==> config.mk <==
export PLATFORM = sky130hd
export DESIGN_NAME = cd_sync_lock
export DESIGN_NICKNAME = d
export VERILOG_FILES = /design/src/rtl/cd_sync_lock_pkg.sv /design/src/rtl/cd_sync_phase.sv /design/src/rtl/cd_sync_win.sv /design/src/rtl/cd_sync_hold.sv /design/src/rtl/cd_sync_rate.sv /design/src/rtl/cd_sync_lock.sv
export SDC_FILE = /design/constraint.sdc
export NUM_CORES = 1
export LEC_CHECK = 0
export BUFFER_PORTS_ARGS = -buffer_cell sky130_fd_sc_hd__buf_2
export CAP_MARGIN = 30
export CORE_MARGIN = 2
export CORE_UTILIZATION = 60
export DETAILED_ROUTE_END_ITERATION = 6
export MAX_ROUTING_LAYER = met4
export PLACE_DENSITY = 0.81
export RECOVER_POWER = 50
export SLEW_MARGIN = 10
export SYNTH_ARGS = -nofsm -noshare
export SYNTH_HDL_FRONTEND = slang
export SYNTH_SLANG_ARGS = --single-unit
==> constraint.sdc <==
create_clock -name clk_i -period 5.8 [get_ports clk_i]
set_clock_uncertainty 0.15 [all_clocks]
set_input_delay 1.16 -clock clk_i [delete_from_list [all_inputs] [get_ports clk_i]]
set_output_delay 1.16 -clock clk_i [all_outputs]
set_load 0.005 [all_outputs]
==> src/rtl/cd_sync_lock_pkg.sv <==
package cd_sync_lock_pkg;
  localparam int HOLD_W = 4;

  typedef enum logic [1:0] {
    SPD_X1  = 2'b00,
    SPD_X2  = 2'b01,
    SPD_X4  = 2'b10,
    SPD_X4B = 2'b11
  } speed_e;

  function automatic logic [HOLD_W-1:0] hold_frames(input logic [1:0] code);
    case (code)
      2'b00:   return HOLD_W'(2);
      2'b01:   return HOLD_W'(4);
      2'b10:   return HOLD_W'(8);
      default: return HOLD_W'(12);
    endcase
  endfunction
endpackage

==> src/rtl/cd_sync_phase.sv <==
// T offset since last frame start; saturates so stale references never match
module cd_sync_phase #(
  parameter int CNT_W = 10
) (
  input  logic             clk_i,
  input  logic             rst_ni,
  input  logic             en_i,
  input  logic             load_i,
  input  logic [CNT_W-1:0] load_val_i,
  output logic [CNT_W-1:0] cnt_o
);
  localparam logic [CNT_W-1:0] CNT_MAX = '1;

  logic [CNT_W-1:0] cnt_q;

  always_ff @(posedge clk_i or negedge rst_ni) begin
    if (!rst_ni)                      cnt_q <= CNT_MAX;
    else if (load_i)                  cnt_q <= load_val_i;
    else if (en_i && cnt_q != CNT_MAX) cnt_q <= cnt_q + 1'b1;
  end

  assign cnt_o = cnt_q;
endmodule

==> src/rtl/cd_sync_win.sv <==
module cd_sync_win #(
  parameter int FRAME_T = 588,
  parameter int WIN_N   = 10,
  parameter int WIN_W   = 19,
  parameter int CNT_W   = 10
) (
  input  logic [CNT_W-1:0] cnt_i,
  input  logic             win_sel_i,
  output logic             in_win_o,
  output logic             close_o,
  output logic [CNT_W-1:0] realign_o
);
  localparam logic [CNT_W-1:0] LO_N = CNT_W'(FRAME_T - WIN_N);
  localparam logic [CNT_W-1:0] HI_N = CNT_W'(FRAME_T + WIN_N);
  localparam logic [CNT_W-1:0] LO_W = CNT_W'(FRAME_T - WIN_W);
  localparam logic [CNT_W-1:0] HI_W = CNT_W'(FRAME_T + WIN_W);
  // offset the counter holds right after an inserted start, nominal start at FRAME_T
  localparam logic [CNT_W-1:0] RE_N = CNT_W'(WIN_N + 1);
  localparam logic [CNT_W-1:0] RE_W = CNT_W'(WIN_W + 1);

  logic [CNT_W-1:0] lo, hi;

  always_comb begin
    lo        = win_sel_i ? LO_W : LO_N;
    hi        = win_sel_i ? HI_W : HI_N;
    realign_o = win_sel_i ? RE_W : RE_N;
    in_win_o  = (cnt_i >= lo) && (cnt_i <= hi);
    close_o   = (cnt_i == hi);
  end
endmodule

==> src/rtl/cd_sync_hold.sv <==
module cd_sync_hold
  import cd_sync_lock_pkg::*;
(
  input  logic       clk_i,
  input  logic       rst_ni,
  input  logic [1:0] hold_sel_i,
  input  logic       miss_i,
  input  logic       clear_i,
  output logic       drop_o
);
  logic [HOLD_W-1:0] miss_q;
  logic [HOLD_W:0]   miss_nx;
  logic [HOLD_W-1:0] limit;

  always_comb begin
    limit   = hold_frames(hold_sel_i);
    miss_nx = {1'b0, miss_q} + 1'b1;
    drop_o  = miss_i && (miss_nx >= {1'b0, limit});
  end

  always_ff @(posedge clk_i or negedge rst_ni) begin
    if (!rst_ni)               miss_q <= '0;
    else if (clear_i || drop_o) miss_q <= '0;
    else if (miss_i)           miss_q <= miss_nx[HOLD_W-1:0];
  end
endmodule

==> src/rtl/cd_sync_rate.sv <==
module cd_sync_rate
  import cd_sync_lock_pkg::*;
(
  input  logic [1:0] speed_sel_i,
  output logic [2:0] rate_o
);
  speed_e spd;

  always_comb begin
    spd = speed_e'(speed_sel_i);
    case (spd)
      SPD_X1:  rate_o = 3'b001;
      SPD_X2:  rate_o = 3'b010;
      default: rate_o = 3'b100;
    endcase
  end
endmodule

==> src/rtl/cd_sync_lock.sv <==
module cd_sync_lock #(
  parameter int FRAME_T = 588,
  parameter int WIN_N   = 10,
  parameter int WIN_W   = 19
) (
  input  logic       clk_i,
  input  logic       rst_ni,
  input  logic       bit_en_i,
  input  logic       sync_i,
  input  logic       win_sel_i,
  input  logic [1:0] hold_sel_i,
  input  logic [1:0] speed_sel_i,
  output logic       lock_o,
  output logic       frame_o,
  output logic       ins_o,
  output logic [2:0] rate_o
);
  localparam int CNT_W = $clog2(FRAME_T + WIN_W + 2);

  logic [CNT_W-1:0] cnt, realign, load_val;
  logic in_win, close, drop;
  logic hit, acc_lock, acc_unl, insert, start, gain;
  logic lock_q, ref_q, frame_q, ins_q;

  cd_sync_phase #(.CNT_W(CNT_W)) i_phase (
    .clk_i      (clk_i),
    .rst_ni     (rst_ni),
    .en_i       (bit_en_i),
    .load_i     (start),
    .load_val_i (load_val),
    .cnt_o      (cnt)
  );

  cd_sync_win #(
    .FRAME_T (FRAME_T),
    .WIN_N   (WIN_N),
    .WIN_W   (WIN_W),
    .CNT_W   (CNT_W)
  ) i_win (
    .cnt_i     (cnt),
    .win_sel_i (win_sel_i),
    .in_win_o  (in_win),
    .close_o   (close),
    .realign_o (realign)
  );

  cd_sync_hold i_hold (
    .clk_i      (clk_i),
    .rst_ni     (rst_ni),
    .hold_sel_i (hold_sel_i),
    .miss_i     (insert),
    .clear_i    (acc_lock || acc_unl),
    .drop_o     (drop)
  );

  cd_sync_rate i_rate (
    .speed_sel_i (speed_sel_i),
    .rate_o      (rate_o)
  );

  always_comb begin
    hit      = bit_en_i && sync_i;
    acc_lock = lock_q && hit && in_win;
    acc_unl  = !lock_q && hit;
    insert   = lock_q && bit_en_i && close && !acc_lock;
    start    = acc_lock || acc_unl || insert;
    gain     = acc_unl && ref_q && in_win;
    load_val = insert ? realign : CNT_W'(1);
  end

  always_ff @(posedge clk_i or negedge rst_ni) begin
    if (!rst_ni) begin
      lock_q  <= 1'b0;
      ref_q   <= 1'b0;
      frame_q <= 1'b0;
      ins_q   <= 1'b0;
    end else begin
      frame_q <= start;
      if (start) ins_q <= insert;
      if (gain)               lock_q <= 1'b1;
      else if (insert && drop) lock_q <= 1'b0;
      if (acc_unl)            ref_q <= 1'b1;
      else if (insert && drop) ref_q <= 1'b0;
    end
  end

  assign lock_o  = lock_q;
  assign frame_o = frame_q;
  assign ins_o   = ins_q;
endmodule

---- Word-level counts from Yosys, hierarchy flattened ----
Cells that the tools add are included.
storage, ports and cells
  register bits ........................... 18
  input bits .............................. 9
  output and inout bits ................... 6
cells by class
  $add $sub $neg .......................... 2
  $lt $le $gt $ge ......................... 3
  eq/ne operators ......................... 5
  mux-type cells .......................... 13
  reductions and logical operators ........ 24
operator list
  cell                                                             count
  10-bit 2-to-1 mux                                                3
  1-bit logical AND                                                13
  4-bit 2-to-1 mux                                                 3
  4-bit one-hot mux with 3 select lines                            1
  10-bit by 1-bit adder with 10-bit output, second input constant  1
  10-bit == test                                                   1
  10-bit >= comparator                                             1
  10-bit less-or-equal comparator                                  1
  10-bit inequality test, second input constant                    1
  2-bit nonzero test                                               4
  7-bit 2-to-1 mux                                                 1
  3-bit one-hot mux with 2 select lines                            1
  4-bit by 1-bit adder with 5-bit output, second input constant    1
  5-bit by 4-bit >= comparator with 1-bit output                   1
  5-bit 2-to-1 mux                                                 1
  2-bit by 1-bit == test with 1-bit output, second input constant  2
  2-bit logical NOT                                                2
  1-bit logical OR                                                 3
  1-bit 2-to-1 mux                                                 3
  2-bit == test, second input constant                             1
  1-bit logical NOT                                                2

---- Logic depth before layout (Yosys ltp) ----
  word-level depth ........................ 10
  depth in mapped cells ................... 9
  gate-level depth less buffers ........... 9

---- Cells and area by module ----
From an unflattened synthesis, not the netlist that was laid out.
unflattened totals
  cells, all modules ...................... 175
  area total of the unflattened synthesis .. 1515.2 um^2
by module, submodules not included
  module         instances  cells an instance  area an instance (um^2)
  cd_sync_phase  1          70                 634.4
  cd_sync_hold   1          36                 337.8
  cd_sync_win    1          38                 277.8
  cd_sync_lock   1          28                 251.5
  cd_sync_rate   1          3                  13.8

---- Worst setup path after synthesis ----
No wires, ideal clock.
  path type ............................... in2reg
  start point ............................. input win_sel_i
  end point ............................... register i_hold.miss_q[1]
  data arrival time ....................... 2.807 ns
  slack ................................... 2.763 ns
  stages on the path ...................... 9
  path buffers ............................ 1
  path through ............................ inv_1 -> ha_1 -> a21o_1 -> a2111oi_4 -> o21ai_2 -> o2111ai_4 -> o21ai_2 -> buf_6 -> o22ai_2
between the ends
  word-level cells in the longest chain between the ends .. 9
  elaborated cells on any way between the ends .. 15
  those cells by class .................... 2 x order compare; 1 x eq/ne; 3 x mux; 9 x reduce/logical
ends and longest elaborated chain
  item                                                                            line                                  source
  start, declared                                                                 cd_sync_lock.sv:10                    input logic win_sel_i,
  7-bit 2-to-1 mux / 4-bit 2-to-1 mux (equally long branches)                     cd_sync_win.sv:24, cd_sync_win.sv:25
  10-bit >= comparator / 10-bit less-or-equal comparator (equally long branches)  cd_sync_win.sv:27                     in_win_o = (cnt_i >= lo) && (cnt_i <= hi);
  1-bit logical AND                                                               cd_sync_win.sv:27
  1-bit logical AND                                                               cd_sync_lock.sv:63                    acc_lock = lock_q && hit && in_win;
  1-bit logical NOT                                                               cd_sync_lock.sv:65                    insert = lock_q && bit_en_i && close && !acc_lock;
  1-bit logical AND                                                               cd_sync_lock.sv:65
  1-bit logical AND                                                               cd_sync_hold.sv:18                    drop_o = miss_i && (miss_nx >= {1'b0, limit});
  1-bit logical OR                                                                cd_sync_hold.sv:23                    else if (clear_i || drop_o) miss_q <= '0;
  4-bit 2-to-1 mux / 2-bit nonzero test (equally long branches)                   --
  end signal, assigned                                                            cd_sync_hold.sv:24                    else if (miss_i) miss_q <= miss_nx[HOLD_W-1:0];
  end, declared                                                                   cd_sync_hold.sv:11                    logic [HOLD_W-1:0] miss_q;
Parallel ways exist; a longest one is shown, timed or not.
A chain may end at the register's enable or synchronous reset.

---- Worst setup path in the final report ----
  start point ............................. input win_sel_i
  end point ............................... register i_hold.miss_q[3]
The elaborated chain is that of the path after synthesis.

==> results.md <==
- Reg2Reg Depth: 7
- Post-detail-place hpwl: 2.27 mm
- Worst r2r src: i_phase.cnt_o[5]
- Max cap viols: 0
- Vias in the first global route: 1,125
- Post-synthesis sequential area ratio: 32.9%
- Post-CTS setup buffers: 0
- DRT Wirelength: 2.93 mm
- Crit path max fanout: 12
- FILL cells: 191
- Synthesized flop and latch total: 18
- Post-synth top area share: 18.7%
- Vias/cell: 6.22
- Crit. End Element: register
- Cell area after synthesis: 1410 µm²
- Most used DFF post-synth: dfstp_2
- Top Ports: 15
- Syn nets: 174
- Initial antenna violation count: 0
- Clock Latency Late Sink: 0.30 ns
- Max_slew headroom: 35.4%
- Via count: 1,206
- Syn. warnings: 0
- Worst-Margin Slew: 0.970 ns
- H-tree levels: 1
- Commonest non-fill, non-tap cell in the layout: nor2_1
- GRT Util Overall: 25.9%
- Initial DRC count: 46
- Hold Startpoint: ref_q
- Gr ovfl total: 0
- Clk root buf: clkbuf_4
- Die area: 2740 µm²
- Drt pass-1 iters: 4
- Fin worst setup slack: 2.64 ns
- Worst-path clk slew: 0.10 ns
- Initial core utilization: 63.5%
- Post-DRT Antenna Nets: 0
- Rows: 17
- Synth unique cells: 47
- Min cycle time layout: 3.16 ns
- CTS tree: built
- Reg area: 463 µm²
- Total chip power: 314 µW
- Crit start category: input pin
- Top cells by area, synth: dfstp_2, dfrtp_1, ha_1, nor2_1, inv_1
- Nets: 187
- Ys async rst share: 100%
- Slowest-stage cell, CP: a2111oi_4
- Setup_tns: 0 ns
- Final GP Congestion: 0.971
- PwrDens: 208 nW/µm²
- Worst hold stages: 1
- DIE HEIGHT: 52.4 µm
- Cts bufs inserted: 3
- Worst reg-to-reg setup slack: 3.19 ns
- Maximum VDD drop: 0.144 mV
- Syn Inst Count: 154
- # diodes: 0
- Layout cells sized above 1: 25.9%
- CP arrival: 3.23 ns
- Resize count post-CTS: 0
- Core area: 2210 µm²
- Hold Path Class: register to register
- Port bufs: 14
- Place WS: 2.31 ns
- Remaining DRCs: 0
- P&R area growth vs syn: 7.39%
- Largest area contributor in the netlist: dfstp_2
- CP max stage delay: 0.38 ns
- Most Frequent Cell on Critical Path: o21ai_2
- Avg Synthesized Cell Area: 9.12 µm²
- Worst path cell trace: buf_2 > inv_1 > ha_1 > a21o_1 > a2111oi_4 > o21ai_2 > o2111ai_4 > o21ai_2 > o21ai_0
- Path type of the worst setup path: input pin to register
- CTS Buffer Depth: 2
- Fmax: 317 MHz
- Most frequent cells in the layout: nor2_1, inv_1, buf_2, ha_1, dfstp_2
- Status: completed
- First-pass GRT wire length: 5.11 mm
- DP Area: 1470 µm²
- Largest net degree at the start of global routing: 19
- Clock sink count: 18
- Setup repair after global routing missed its margin: no
- Hold-fix buffers, CTS: 0
- CP Launch Point: win_sel_i
- Hold Vio Cnt, Final: 0
- Final core utilization: 68.2%
- Final setup violation count: 0
- Final Cell Area: 1510 µm²
- Lkg Pwr: 0.670 nW
- Slew Viols, Final: 0
- Critical Path RT: 5.88 ns
- Chip Width: 52.4 µm
- Multi-input gate area: 850 µm²
- Post-synth EDFFs: 0
- Final worst-path cycle share: 54.4%
- Wirelength per Cell: 15.1 µm
==> cell usage after synthesis, types with 4 or more instances <==
cell type,n
a21oi_1,5
dfrtp_1,8
dfstp_2,10
ha_1,11
inv_1,15
nand2_1,6
nand3_1,9
nand4_1,4
nor2_1,16
nor3_1,6
o211ai_1,5
o21ai_0,7
o21ai_2,4
xnor2_1,5
==> critical path: cells and delay by family <==
kind,cells,cell delay [ns]
compound gates,6,1.50
fa+ha+maj,1,0.32
buf+inv,2,0.26
==> final timing paths <==
kind	to
max in group asynchronous	frame_o
worst max register to register	i_hold.miss_q[3]
min in group asynchronous	i_hold.miss_q[1]
worst min register to register	ref_q
worst min-delay path	ref_q
worst max-delay path	i_hold.miss_q[3]
==> cell families (layout without fill, tap and decap cells) <==
group,after synthesis,in the layout,synth area share [%]
flops,18,18,32.9
buf+inv,21,33,6.59
mux,1,1,1.60
simple gates,54,54,19.7
xor+xnor,6,6,3.74
fa+ha+maj,11,11,9.80
compound gates,43,43,25.6
==> report_power, final <==
group | total [mW] | internal (mW) | switching, mW
Combinational | 0.0692 | 0.0295 | 0.0396
Clock | 0.0785 | 0.0383 | 0.0402
Sequential | 0.167 | 0.143 | 0.0236
Total | 0.314 | 0.211 | 0.103
==> stage by stage <==
stage | hold slack (ns) | std cells
6_report | 0.381 | 194
5_1_grt | 0.410 | 194
4_1_cts | 0.374 | 194
3_5_place_dp | 0.346 | 190
3_3_place_gp | 0.323 | 190
2_1_floorplan | 0.306 | 154
==> flip-flops by register name, summed over array words and instances (netlist names) <==
signal	count
i_phase.cnt_o	10
ref_q	1
frame_o	1
lock_o	1
ins_o	1
i_hold.miss_q	4
==> layout make-up <==
type	count	area share, %
inverter	15	3.73
timing repair buffer	14	4.56
multi-input combinational	115	56.3
sequential	18	30.7
clock buffer	4	2.40
tap	28	2.32
==> per-layer routing <==
metal  track usage (%)  wire, µm
met5                 -         0
met4              6.41        37
met3              4.86       149
met2              41.7      1400
met1              33.8      1340
No activity file was read; power rests on OpenSTA's default activity.
